<file path="config.mk">
export PLATFORM = sky130hd
export DESIGN_NAME = modsub_seq
export DESIGN_NICKNAME = d
export VERILOG_FILES = /design/src/rtl/modsub_pkg.sv /design/src/rtl/modsub_sweep.sv /design/src/rtl/modsub_word_alu.sv /design/src/rtl/modsub_scratch.sv /design/src/rtl/modsub_seq.sv
export SDC_FILE = /design/constraint.sdc
export NUM_CORES = 1
export LEC_CHECK = 0
export ABC_AREA = 1
export CORE_UTILIZATION = 61
export CTS_CLUSTER_DIAMETER = 60
export DETAILED_ROUTE_END_ITERATION = 10
export PLACE_DENSITY = 0.88
export SYNTH_ARGS = -nofsm -noshare
export SYNTH_HDL_FRONTEND = slang
export SYNTH_SLANG_ARGS = --single-unit
</file>
<file path="constraint.sdc">
create_clock -name clk -period 5.65 [get_ports clk]
set_input_delay 1.4125 -clock clk [delete_from_list [all_inputs] [get_ports clk]]
set_output_delay 1.4125 -clock clk [all_outputs]
set_load 0.05 [all_outputs]
</file>
<file path="src/rtl/modsub_pkg.sv">
package modsub_pkg;
  typedef enum logic [1:0] {
    OP_DIFF = 2'd0,
    OP_WRAP = 2'd1,
    OP_PICK = 2'd2,
    OP_NONE = 2'd3
  } msub_op_e;
endpackage

</file>
<file path="src/rtl/modsub_sweep.sv">
module modsub_sweep
  import modsub_pkg::*;
#(
  parameter int N  = 8,
  localparam int AW = $clog2(N)
) (
  input  logic          clk,
  input  logic          rst,
  input  logic          start,
  input  msub_op_e      op_in,
  output logic          busy,
  output msub_op_e      cur_op,
  output logic          p0_vld,
  output logic [AW-1:0] p0_addr,
  output logic          p1_vld,
  output logic          p1_first,
  output logic          p1_last,
  output logic          p3_vld,
  output logic [AW-1:0] p3_addr,
  output logic          done
);
  localparam logic [AW-1:0] LAST = AW'(N - 1);

  logic          run;
  logic [AW-1:0] idx;
  logic          v1, v2, v3;
  logic [AW-1:0] a1, a2, a3;

  assign p0_vld   = run;
  assign p0_addr  = idx;
  assign p1_vld   = v1;
  assign p1_first = (a1 == '0);
  assign p1_last  = (a1 == LAST);
  assign p3_vld   = v3;
  assign p3_addr  = a3;

  always_ff @(posedge clk) begin
    if (rst) begin
      busy   <= 1'b0;
      run    <= 1'b0;
      idx    <= '0;
      cur_op <= OP_DIFF;
      v1 <= 1'b0; v2 <= 1'b0; v3 <= 1'b0;
      a1 <= '0;   a2 <= '0;   a3 <= '0;
      done   <= 1'b0;
    end else begin
      done <= v3 && (a3 == LAST);
      if (!busy && start && op_in != OP_NONE) begin
        busy   <= 1'b1;
        run    <= 1'b1;
        idx    <= '0;
        cur_op <= op_in;
      end else begin
        if (run) begin
          if (idx == LAST) run <= 1'b0;
          else             idx <= idx + 1'b1;
        end
        if (v3 && (a3 == LAST)) busy <= 1'b0;
      end
      v1 <= run; a1 <= idx;
      v2 <= v1;  a2 <= a1;
      v3 <= v2;  a3 <= a2;
    end
  end

  // addresses advance by one within a sweep
  a_r2_addr_step: assert property (@(posedge clk) disable iff (rst)
    (run && idx != LAST) |=> (run && idx == $past(idx) + 1'b1));
  // completion pulse lasts a single cycle
  a_r7_done_single: assert property (@(posedge clk) disable iff (rst)
    done |=> !done);
  // the running command code cannot change mid-command
  a_r8_op_stable: assert property (@(posedge clk) disable iff (rst)
    (busy && !done) |=> (!busy || $stable(cur_op)));
endmodule

</file>
<file path="src/rtl/modsub_word_alu.sv">
module modsub_word_alu
  import modsub_pkg::*;
#(
  parameter int W = 16
) (
  input  logic         clk,
  input  logic         rst,
  input  msub_op_e     op,
  input  logic         p1_vld,
  input  logic         p1_first,
  input  logic         p1_last,
  input  logic [W-1:0] a_w,
  input  logic [W-1:0] b_w,
  input  logic [W-1:0] n_w,
  input  logic [W-1:0] x_w,
  input  logic [W-1:0] y_w,
  output logic [W-1:0] res_w,
  output logic         borrow
);
  logic [1:0]   cy;
  logic [1:0]   cin;
  logic [W-1:0] n_eff;
  logic [W+1:0] tot;
  logic [W-1:0] s1;

  // a + ~b + n + carry; initial carry 1 turns ~b into -b
  always_comb begin
    cin   = p1_first ? 2'd1 : cy;
    n_eff = (op == OP_WRAP) ? n_w : '0;
    tot   = {2'b00, a_w} + {2'b00, ~b_w} + {2'b00, n_eff} + (W+2)'(cin);
  end

  always_ff @(posedge clk) begin
    if (rst) begin
      cy     <= '0;
      s1     <= '0;
      res_w  <= '0;
      borrow <= 1'b0;
    end else begin
      if (p1_vld) begin
        s1 <= (op == OP_PICK) ? (borrow ? y_w : x_w) : tot[W-1:0];
        cy <= tot[W+1:W];
        if (p1_last && op == OP_DIFF) borrow <= ~tot[W];
      end
      res_w <= s1;
    end
  end

  // without n the word carry never reaches two
  a_r3_diff_carry: assert property (@(posedge clk) disable iff (rst)
    (p1_vld && op == OP_DIFF) |-> (tot[W+1] == 1'b0));
endmodule

</file>
<file path="src/rtl/modsub_scratch.sv">
module modsub_scratch #(
  parameter int W  = 16,
  parameter int N  = 8,
  localparam int AW = $clog2(N)
) (
  input  logic          clk,
  input  logic [1:0]    we,
  input  logic [AW-1:0] waddr,
  input  logic [W-1:0]  wdata,
  input  logic [AW-1:0] raddr,
  output logic [W-1:0]  rdata [2]
);
  for (genvar g = 0; g < 2; g++) begin : g_bank
    logic [W-1:0] mem [N];
    always_ff @(posedge clk) begin
      if (we[g]) mem[waddr] <= wdata;
      rdata[g] <= mem[raddr];
    end
  end
endmodule

</file>
<file path="src/rtl/modsub_seq.sv">
module modsub_seq
  import modsub_pkg::*;
#(
  parameter int W  = 16,
  parameter int N  = 8,
  localparam int AW = $clog2(N)
) (
  input  logic          clk,
  input  logic          rst,
  input  logic          start,
  input  logic [1:0]    op,
  output logic          done,
  output logic          rd_en,
  output logic [AW-1:0] rd_addr,
  input  logic [W-1:0]  a_word,
  input  logic [W-1:0]  b_word,
  input  logic [W-1:0]  n_word,
  output logic          wr_en,
  output logic [AW-1:0] wr_addr,
  output logic [W-1:0]  wr_data
);
  logic          busy, p0_vld, p1_vld, p1_first, p1_last, p3_vld, borrow;
  logic [AW-1:0] p0_addr, p3_addr;
  msub_op_e      cur_op;
  logic [W-1:0]  res_w;
  logic [W-1:0]  scr_q [2];
  logic [1:0]    scr_we;

  modsub_sweep #(.N(N)) u_sweep (
    .clk(clk), .rst(rst), .start(start), .op_in(msub_op_e'(op)),
    .busy(busy), .cur_op(cur_op),
    .p0_vld(p0_vld), .p0_addr(p0_addr),
    .p1_vld(p1_vld), .p1_first(p1_first), .p1_last(p1_last),
    .p3_vld(p3_vld), .p3_addr(p3_addr), .done(done)
  );

  modsub_word_alu #(.W(W)) u_alu (
    .clk(clk), .rst(rst), .op(cur_op),
    .p1_vld(p1_vld), .p1_first(p1_first), .p1_last(p1_last),
    .a_w(a_word), .b_w(b_word), .n_w(n_word),
    .x_w(scr_q[0]), .y_w(scr_q[1]),
    .res_w(res_w), .borrow(borrow)
  );

  assign scr_we[0] = p3_vld && (cur_op == OP_DIFF);
  assign scr_we[1] = p3_vld && (cur_op == OP_WRAP);

  modsub_scratch #(.W(W), .N(N)) u_scratch (
    .clk(clk), .we(scr_we), .waddr(p3_addr), .wdata(res_w),
    .raddr(p0_addr), .rdata(scr_q)
  );

  assign rd_en   = p0_vld && (cur_op != OP_PICK);
  assign rd_addr = p0_addr;
  assign wr_en   = p3_vld && (cur_op == OP_PICK);
  assign wr_addr = p3_addr;
  assign wr_data = res_w;

  // output bank is written only by the selecting pass
  a_r3_write_only_pick: assert property (@(posedge clk) disable iff (rst)
    wr_en |-> (busy && cur_op == OP_PICK));
  // kept borrow changes only while a DIFF pass runs
  a_r10_borrow_hold: assert property (@(posedge clk) disable iff (rst)
    !(busy && cur_op == OP_DIFF) |=> $stable(borrow));
endmodule

</file>
==> results of run 1 <==
-- cell usage in the layout (no fill, tap or decap), types with 8 or more instances in the layout --
master / count
o22ai_1: 34
nor2_1: 342
clkdlybuf4s50_1: 77
clkbuf_16: 35
edfxtp_1: 256
o21ai_0: 124
buf_4: 23
xor2_1: 11
a21oi_1: 54
a31oi_1: 38
ha_1: 48
dfxtp_1: 85
clkbuf_8: 8
nand2_1: 145
o21ai_1: 25
inv_1: 126
nand3_1: 44
-- cells by family after synthesis --
family / synth area share
simple gates: 0.147
compound gates: 0.104
buf+inv: 0.0557
xor+xnor: 0.00772
flops: 0.639
fa+ha+maj: 0.0462
-- layout make-up --
class	count	share of cell area
Tap cell	319	0.0236
Clock inverter	12	0.00807
Clock buffer	48	0.0594
Timing Repair Buffer	100	0.0558
Multi-Input combinational cell	898	0.266
Sequential cell	343	0.558
Inverter	129	0.0287
-- worst max-delay path: cells and delay by family, from the launching register on --
family | cells | cell delay (ns)
buffers and inverters | 3 | 1.48
DFF | 1 | 0.40
and+or+nand+nor | 2 | 0.66
-- power groups by stage --
stage	clock, mW	sequential (mW)	combinational (mW)
after floorplan	0	2.83	0.385
after global placement	0	2.83	0.542
after detailed placement	0	2.83	0.554
after CTS	2.29	2.78	0.560
after global routing	2.39	2.78	0.630
final	2.29	2.78	0.568
-- final timing paths --
| kind | slack, ns | cells past startpoint | end | from |
|---|---|---|---|---|
| setup reg to reg | 2.64 | 15 | u_alu.s1[9] | u_sweep.cur_op[0] |
| setup / recovery | 1.17 | 5 | wr_en | u_sweep.cur_op[1] |
| hold reg to reg | 0.40 | 2 | u_sweep.p3_addr[1] | u_sweep.a2[1] |
| hold / removal | 0.40 | 2 | u_sweep.p3_addr[1] | u_sweep.a2[1] |
-- registers in the layout, summed over array words and instances (netlist names) --
| register | cells |
|---|---|
| u_sweep.a2 | 3 |
| u_sweep.p3_vld | 1 |
| u_scratch.rdata | 32 |
| u_sweep.busy | 1 |
| u_scratch.g_bank.mem | 256 |
| u_alu.s1 | 16 |
| u_sweep.p3_addr | 3 |
| u_sweep.a1 | 3 |
| u_alu.borrow | 1 |
| u_sweep.cur_op | 2 |
| u_alu.cy | 2 |
| u_sweep.p1_vld | 1 |
| u_sweep.done | 1 |
| u_sweep.p0_vld | 1 |
| u_sweep.v2 | 1 |
| u_sweep.p0_addr | 3 |
| u_alu.res_w | 16 |
-- per-stage QoR --
step                      area, um2   util  hold WS, ns  worst slack [ns]
after floorplan               14700      -        0.388              1.67
after global placement        15800  0.668        0.390             0.794
after detailed placement      15800  0.668        0.392             0.734
after CTS                     16900  0.716        0.400              1.20
after global routing          16900  0.716        0.410              1.01
final                         16900  0.716        0.402              1.17
-- metal layers --
metal  vias up  global-route usage  share of wire
met5         -                   0              0
met4         0               0.155          0.044
met3       127              0.0551           0.10
met2       748               0.486           0.47
met1      5152               0.387           0.39
li1       5037                   -              -
==> flow_summary.toml, run 1 <==
[critical_path]
path_common_cell = "inv_1"
start_kind = "register"
slowest_delay_ns = 0.85
worst-path-max-fanout = 20
cp.required_ns = 4.24
worstSetupPathType = "reg -> out"
cp-end-kind = "primary output"
cp.arrival_ns = 3.07
crit_slowest_cell = "clkdlybuf4s50_1"
path_cells = "inv_1 > nor2_4 > inv_1 > nor2_1 > clkdlybuf4s50_1"

[pwr]
power_density_nw_per_um2 = 333
swShare = 0.233
ir_drop_mv = 0.289
pwr-share-seq = 0.493
p_clk_frac = 0.406
switchingPower_mw = 1.31
comb_power_share = 0.101
power_mw = 5.63
p_leak_nw = 6.61
internal_power_mw = 4.32

[drt]
drt_iter0_markers = 1451
routedWlPerCell_um = 19.8
drc = 0
drt-total-wl_um = 36600
dr.pass1.iters = 5
vias = 11100
antenna_left = 0
via_per_inst = 5.98

[clock_tree]
cts_resized = 0
clkSinkCount = 343
cts_tree = "done"
postCtsSetupRepairBufs = 0
clk_latency_ns = 0.52
max-clock-path-buffers = 3
cts_root_buf = "clkbuf_16"
cts_inserted_buffers = 34
htree_levels = 2
path_clk_slew_ns = 0.06
holdBufCountCts = 0

[timing]
tns_ns = 0
final.min_clock_period_ns = 4.48
finalHoldViolations = 0
drv_slew = 0
fmax_mhz = 223
slew_headroom = 0.274
setup_violations = 0
rsz0062_at_grt = "no"
post-route-period-util = 0.793
skew_ns = 0.0240
worst_pin_slew_ns = 1.08

[synthesis]
yosysWarnings = 0
async_flop_share = 0
synth_common_cells = "343 x nor2_1, 256 x edfxtp_1, 145 x nand2_1, 127 x inv_1, 124 x o21ai_0"
synthCells = 1433
seq_area_frac_synth = 0.639
synth_cell_type_count = 34
synth.top_cell.area_share = 0.521
ys.flop_type = "edfxtp_1"
synth_edf_count = 256
syn_nets = 1538
syn_area_um2 = 14700
yosysMostFrequentCell = "nor2_1"
syn_avg_cell_area_um2 = 10.3
ys_ff_latch = 343
synth.area.top_cells = "edfxtp_1 52%, dfxtp_1 12%, nor2_1 8.7%, o21ai_0 4.2%, ha_1 4.1%"
yosysTopAreaCell = "edfxtp_1"

[floorplanning]
pin_count = 78
die_y_um = 157
coreArea_um2 = 23600
die_w_um = 157
dieArea_um2 = 24800
start_util = 0.624
rows = 56

[job]
drv_cap = 0

[placement]
port_buffers = 77
placedCellCount = 1789
hpwl_um = 21400
gp_congestion = 0.967

[global_route]
grt_usage = 0.300
grt_max_degree = 86
grt_pass1_vias = 10600
grt_first_pass_wirelength_um = 55400
antenna_found_initial = 1
overflow = 0

[layout]
nFillCells = 1525
fin_cells = 1849
area_growth_syn_to_layout_pct = 14.6
num-nets-final = 1611
n_antenna_cell = 0
ff_latch_area_um2 = 9430
drive_gt1_frac = 0.0582
multiInputGateArea_um2 = 4500

[run_status]
status = "finished clean"

[hold_path]
hold_class = "reg -> reg"
No activity file was read; power rests on OpenSTA's default activity.
==> run 2: changes to the inputs <==
--- a/config.mk
+++ b/config.mk
@@ -6,10 +6,10 @@
 export NUM_CORES = 1
 export LEC_CHECK = 0
 export ABC_AREA = 1
-export CORE_UTILIZATION = 61
+export CORE_UTILIZATION = 54
 export CTS_CLUSTER_DIAMETER = 60
 export DETAILED_ROUTE_END_ITERATION = 10
-export PLACE_DENSITY = 0.88
+export PLACE_DENSITY = 0.83
 export SYNTH_ARGS = -nofsm -noshare
 export SYNTH_HDL_FRONTEND = slang
 export SYNTH_SLANG_ARGS = --single-unit
==> constraint.sdc (replaced) <==
create_clock -name clk -period 3.8 [get_ports clk]
set_input_delay 0.95 -clock clk [delete_from_list [all_inputs] [get_ports clk]]
set_output_delay 0.95 -clock clk [all_outputs]
set_load 0.05 [all_outputs]
==> flow_summary.toml, run 2 (same netlist as run 1, synthesis figures left out) <==
[drt]
dr.pass1.iters = 5
routedWlPerCell_um = 19.1
antenna_left = 0
via_per_inst = 5.68
drt_iter0_markers = 1383
drc = 0
drt-total-wl_um = 37200
vias = 11000

[layout]
final_cell_mix = "339 x nor2_1, 256 x edfxtp_1, 141 x nand2_1"
n_antenna_cell = 0
top_regs = "u_scratch.g_bank.mem x256, u_scratch.rdata x32"
regMostFlops = "u_scratch.g_bank.mem"
multiInputGateArea_um2 = 4700
nFillCells = 1984
drive_gt1_frac = 0.119
area_growth_syn_to_layout_pct = 20.0
fin_cells = 1944
num-nets-final = 1681
largest_reg_flops = 256
layout_commonest_cell = "nor2_1"
ff_latch_area_um2 = 9430

[placement]
hpwl_um = 22600
gp_congestion = 0.938
placedCellCount = 1879
port_buffers = 77

[critical_path]
rrSetupSlack_ns = 0.89
slowest_delay_ns = 0.45
path_common_cell = "nand2_1"
start_kind = "input pin"
cp.arrival_ns = 4.05
crit_slowest_cell = "clkdlybuf4s50_1"
worstSetupPathType = "in -> reg"
cp-end-kind = "register"
cp.required_ns = 4.22
path_cells = "clkdlybuf4s50_1 > inv_1 > ha_1 > nand2_1 > o21ai_0 > a21oi_1 > nand2_1 > xor2_1 > ha_1 > ha_4 > nand2_2 > inv_1 > a21oi_2 > nor2_1 > nor2_2 > nand2_1 > nand2_1 > nand3_1 > nand2_1 > inv_1"
worst-path-max-fanout = 4

[global_route]
grt_pass1_vias = 10700
antenna_found_initial = 0
grt_first_pass_wirelength_um = 56900
grt_max_degree = 119
overflow = 0
grt_usage = 0.263

[clock_tree]
cts_root_buf = "clkbuf_16"
max-clock-path-buffers = 3
clkSinkCount = 343
cts_tree = "done"
holdBufCountCts = 0
htree_levels = 2
clk_latency_ns = 0.53
path_clk_slew_ns = 0.06
cts_inserted_buffers = 36

[pwr]
p_leak_nw = 6.97
power_density_nw_per_um2 = 486
ir_drop_mv = 0.435

[run_status]
status = "finished clean"

[floorplanning]
die_y_um = 167
dieArea_um2 = 28000
start_util = 0.549
coreArea_um2 = 26900
die_w_um = 167
pin_count = 78
rows = 60

[timing]
worst_pin_slew_ns = 1.23
setup_violations = 0
fmax_mhz = 275
slew_headroom = 0.179
finalHoldViolations = 0
rsz0062_at_grt = "yes"
post-route-period-util = 0.957
skew_ns = 0.0154
final.min_clock_period_ns = 3.64
drv_slew = 0
fin_worst_hold_slack_ns = 0.404

[job]
drv_cap = 0

[hold_path]
hold_class = "reg -> reg"
==> run 2: changes by cell type in the layout (fill, tap and decap cells not counted), sizes merged <==
cell,delta
buf,+68
clkbuf,+5
inv,+1
clkinv,+2
bufinv,-3
==> run 2: report_power, final <==
part	total, mW	internal [mW]	switching, mW
Clock	3.40	1.98	1.42
Combinational	1.08	0.466	0.617
Sequential	4.11	4.06	0.0442
Total	8.60	6.51	2.08
==> run 2: repair_timing <==
item | in CTS | in global routing
endpoints found under the setup margin | 0 | 12
resized for setup | 0 | 32
hold endpoints to repair | 0 | 0
buffers inserted | 0 | 0
==> run 2: area by class of cell <==
| class | instances | share of cell area |
|---|---|---|
| multi-input cells | 898 | 0.265 |
| inverters | 129 | 0.0274 |
| clock inverters | 12 | 0.00446 |
| repair buffers | 168 | 0.0843 |
| well taps | 341 | 0.0241 |
| clock buffers | 53 | 0.0610 |
| flip-flops and latches | 343 | 0.533 |
==> run 2: metal layers <==
layer / global-route usage / wire length (um) / vias to the layer above
met5: 0 / 0 / -
met4: 0.112 / 1460 / 0
met3: 0.0475 / 3360 / 117
met2: 0.437 / 17600 / 577
met1: 0.342 / 14700 / 5186
li1: - / - / 5165
==> run 2: metrics by stage <==
| stage | util | worst slack [ns] | TNS [ns] | power, mW | area, um2 |
|---|---|---|---|---|---|
| 6_report | 0.658 | 0.164 | 0 | 8.60 | 17700 |
| 5_1_grt | 0.658 | -0.0763 | -0.0876 | 8.88 | 17700 |
| 4_1_cts | 0.651 | 0.0950 | 0 | 8.53 | 17500 |
| 3_5_place_dp | 0.608 | -0.440 | -5.18 | 5.17 | 16300 |
| 3_3_place_gp | 0.608 | -0.387 | -4.34 | 5.15 | 16300 |
| 2_1_floorplan | - | 0.284 | 0 | 4.78 | 14700 |
==> run 2: worst max-delay path, delay by kind of cell <==
family	cells	cell delay (ns)
fa+ha+maj	3	0.92
xor+xnor	1	0.21
simple gates	9	0.84
buf+inv	4	0.58
compound gates	3	0.53
==> run 2: final timing paths <==
kind	from	to	depth (start not counted)
worst min register to register	u_sweep.a2[0]	u_sweep.p3_addr[0]	2
worst max register to register	u_sweep.cur_op[0]	u_alu.cy[0]	15
worst max-delay path	b_word[8]	u_alu.cy[0]	20
worst min-delay path	u_sweep.a2[0]	u_sweep.p3_addr[0]	2
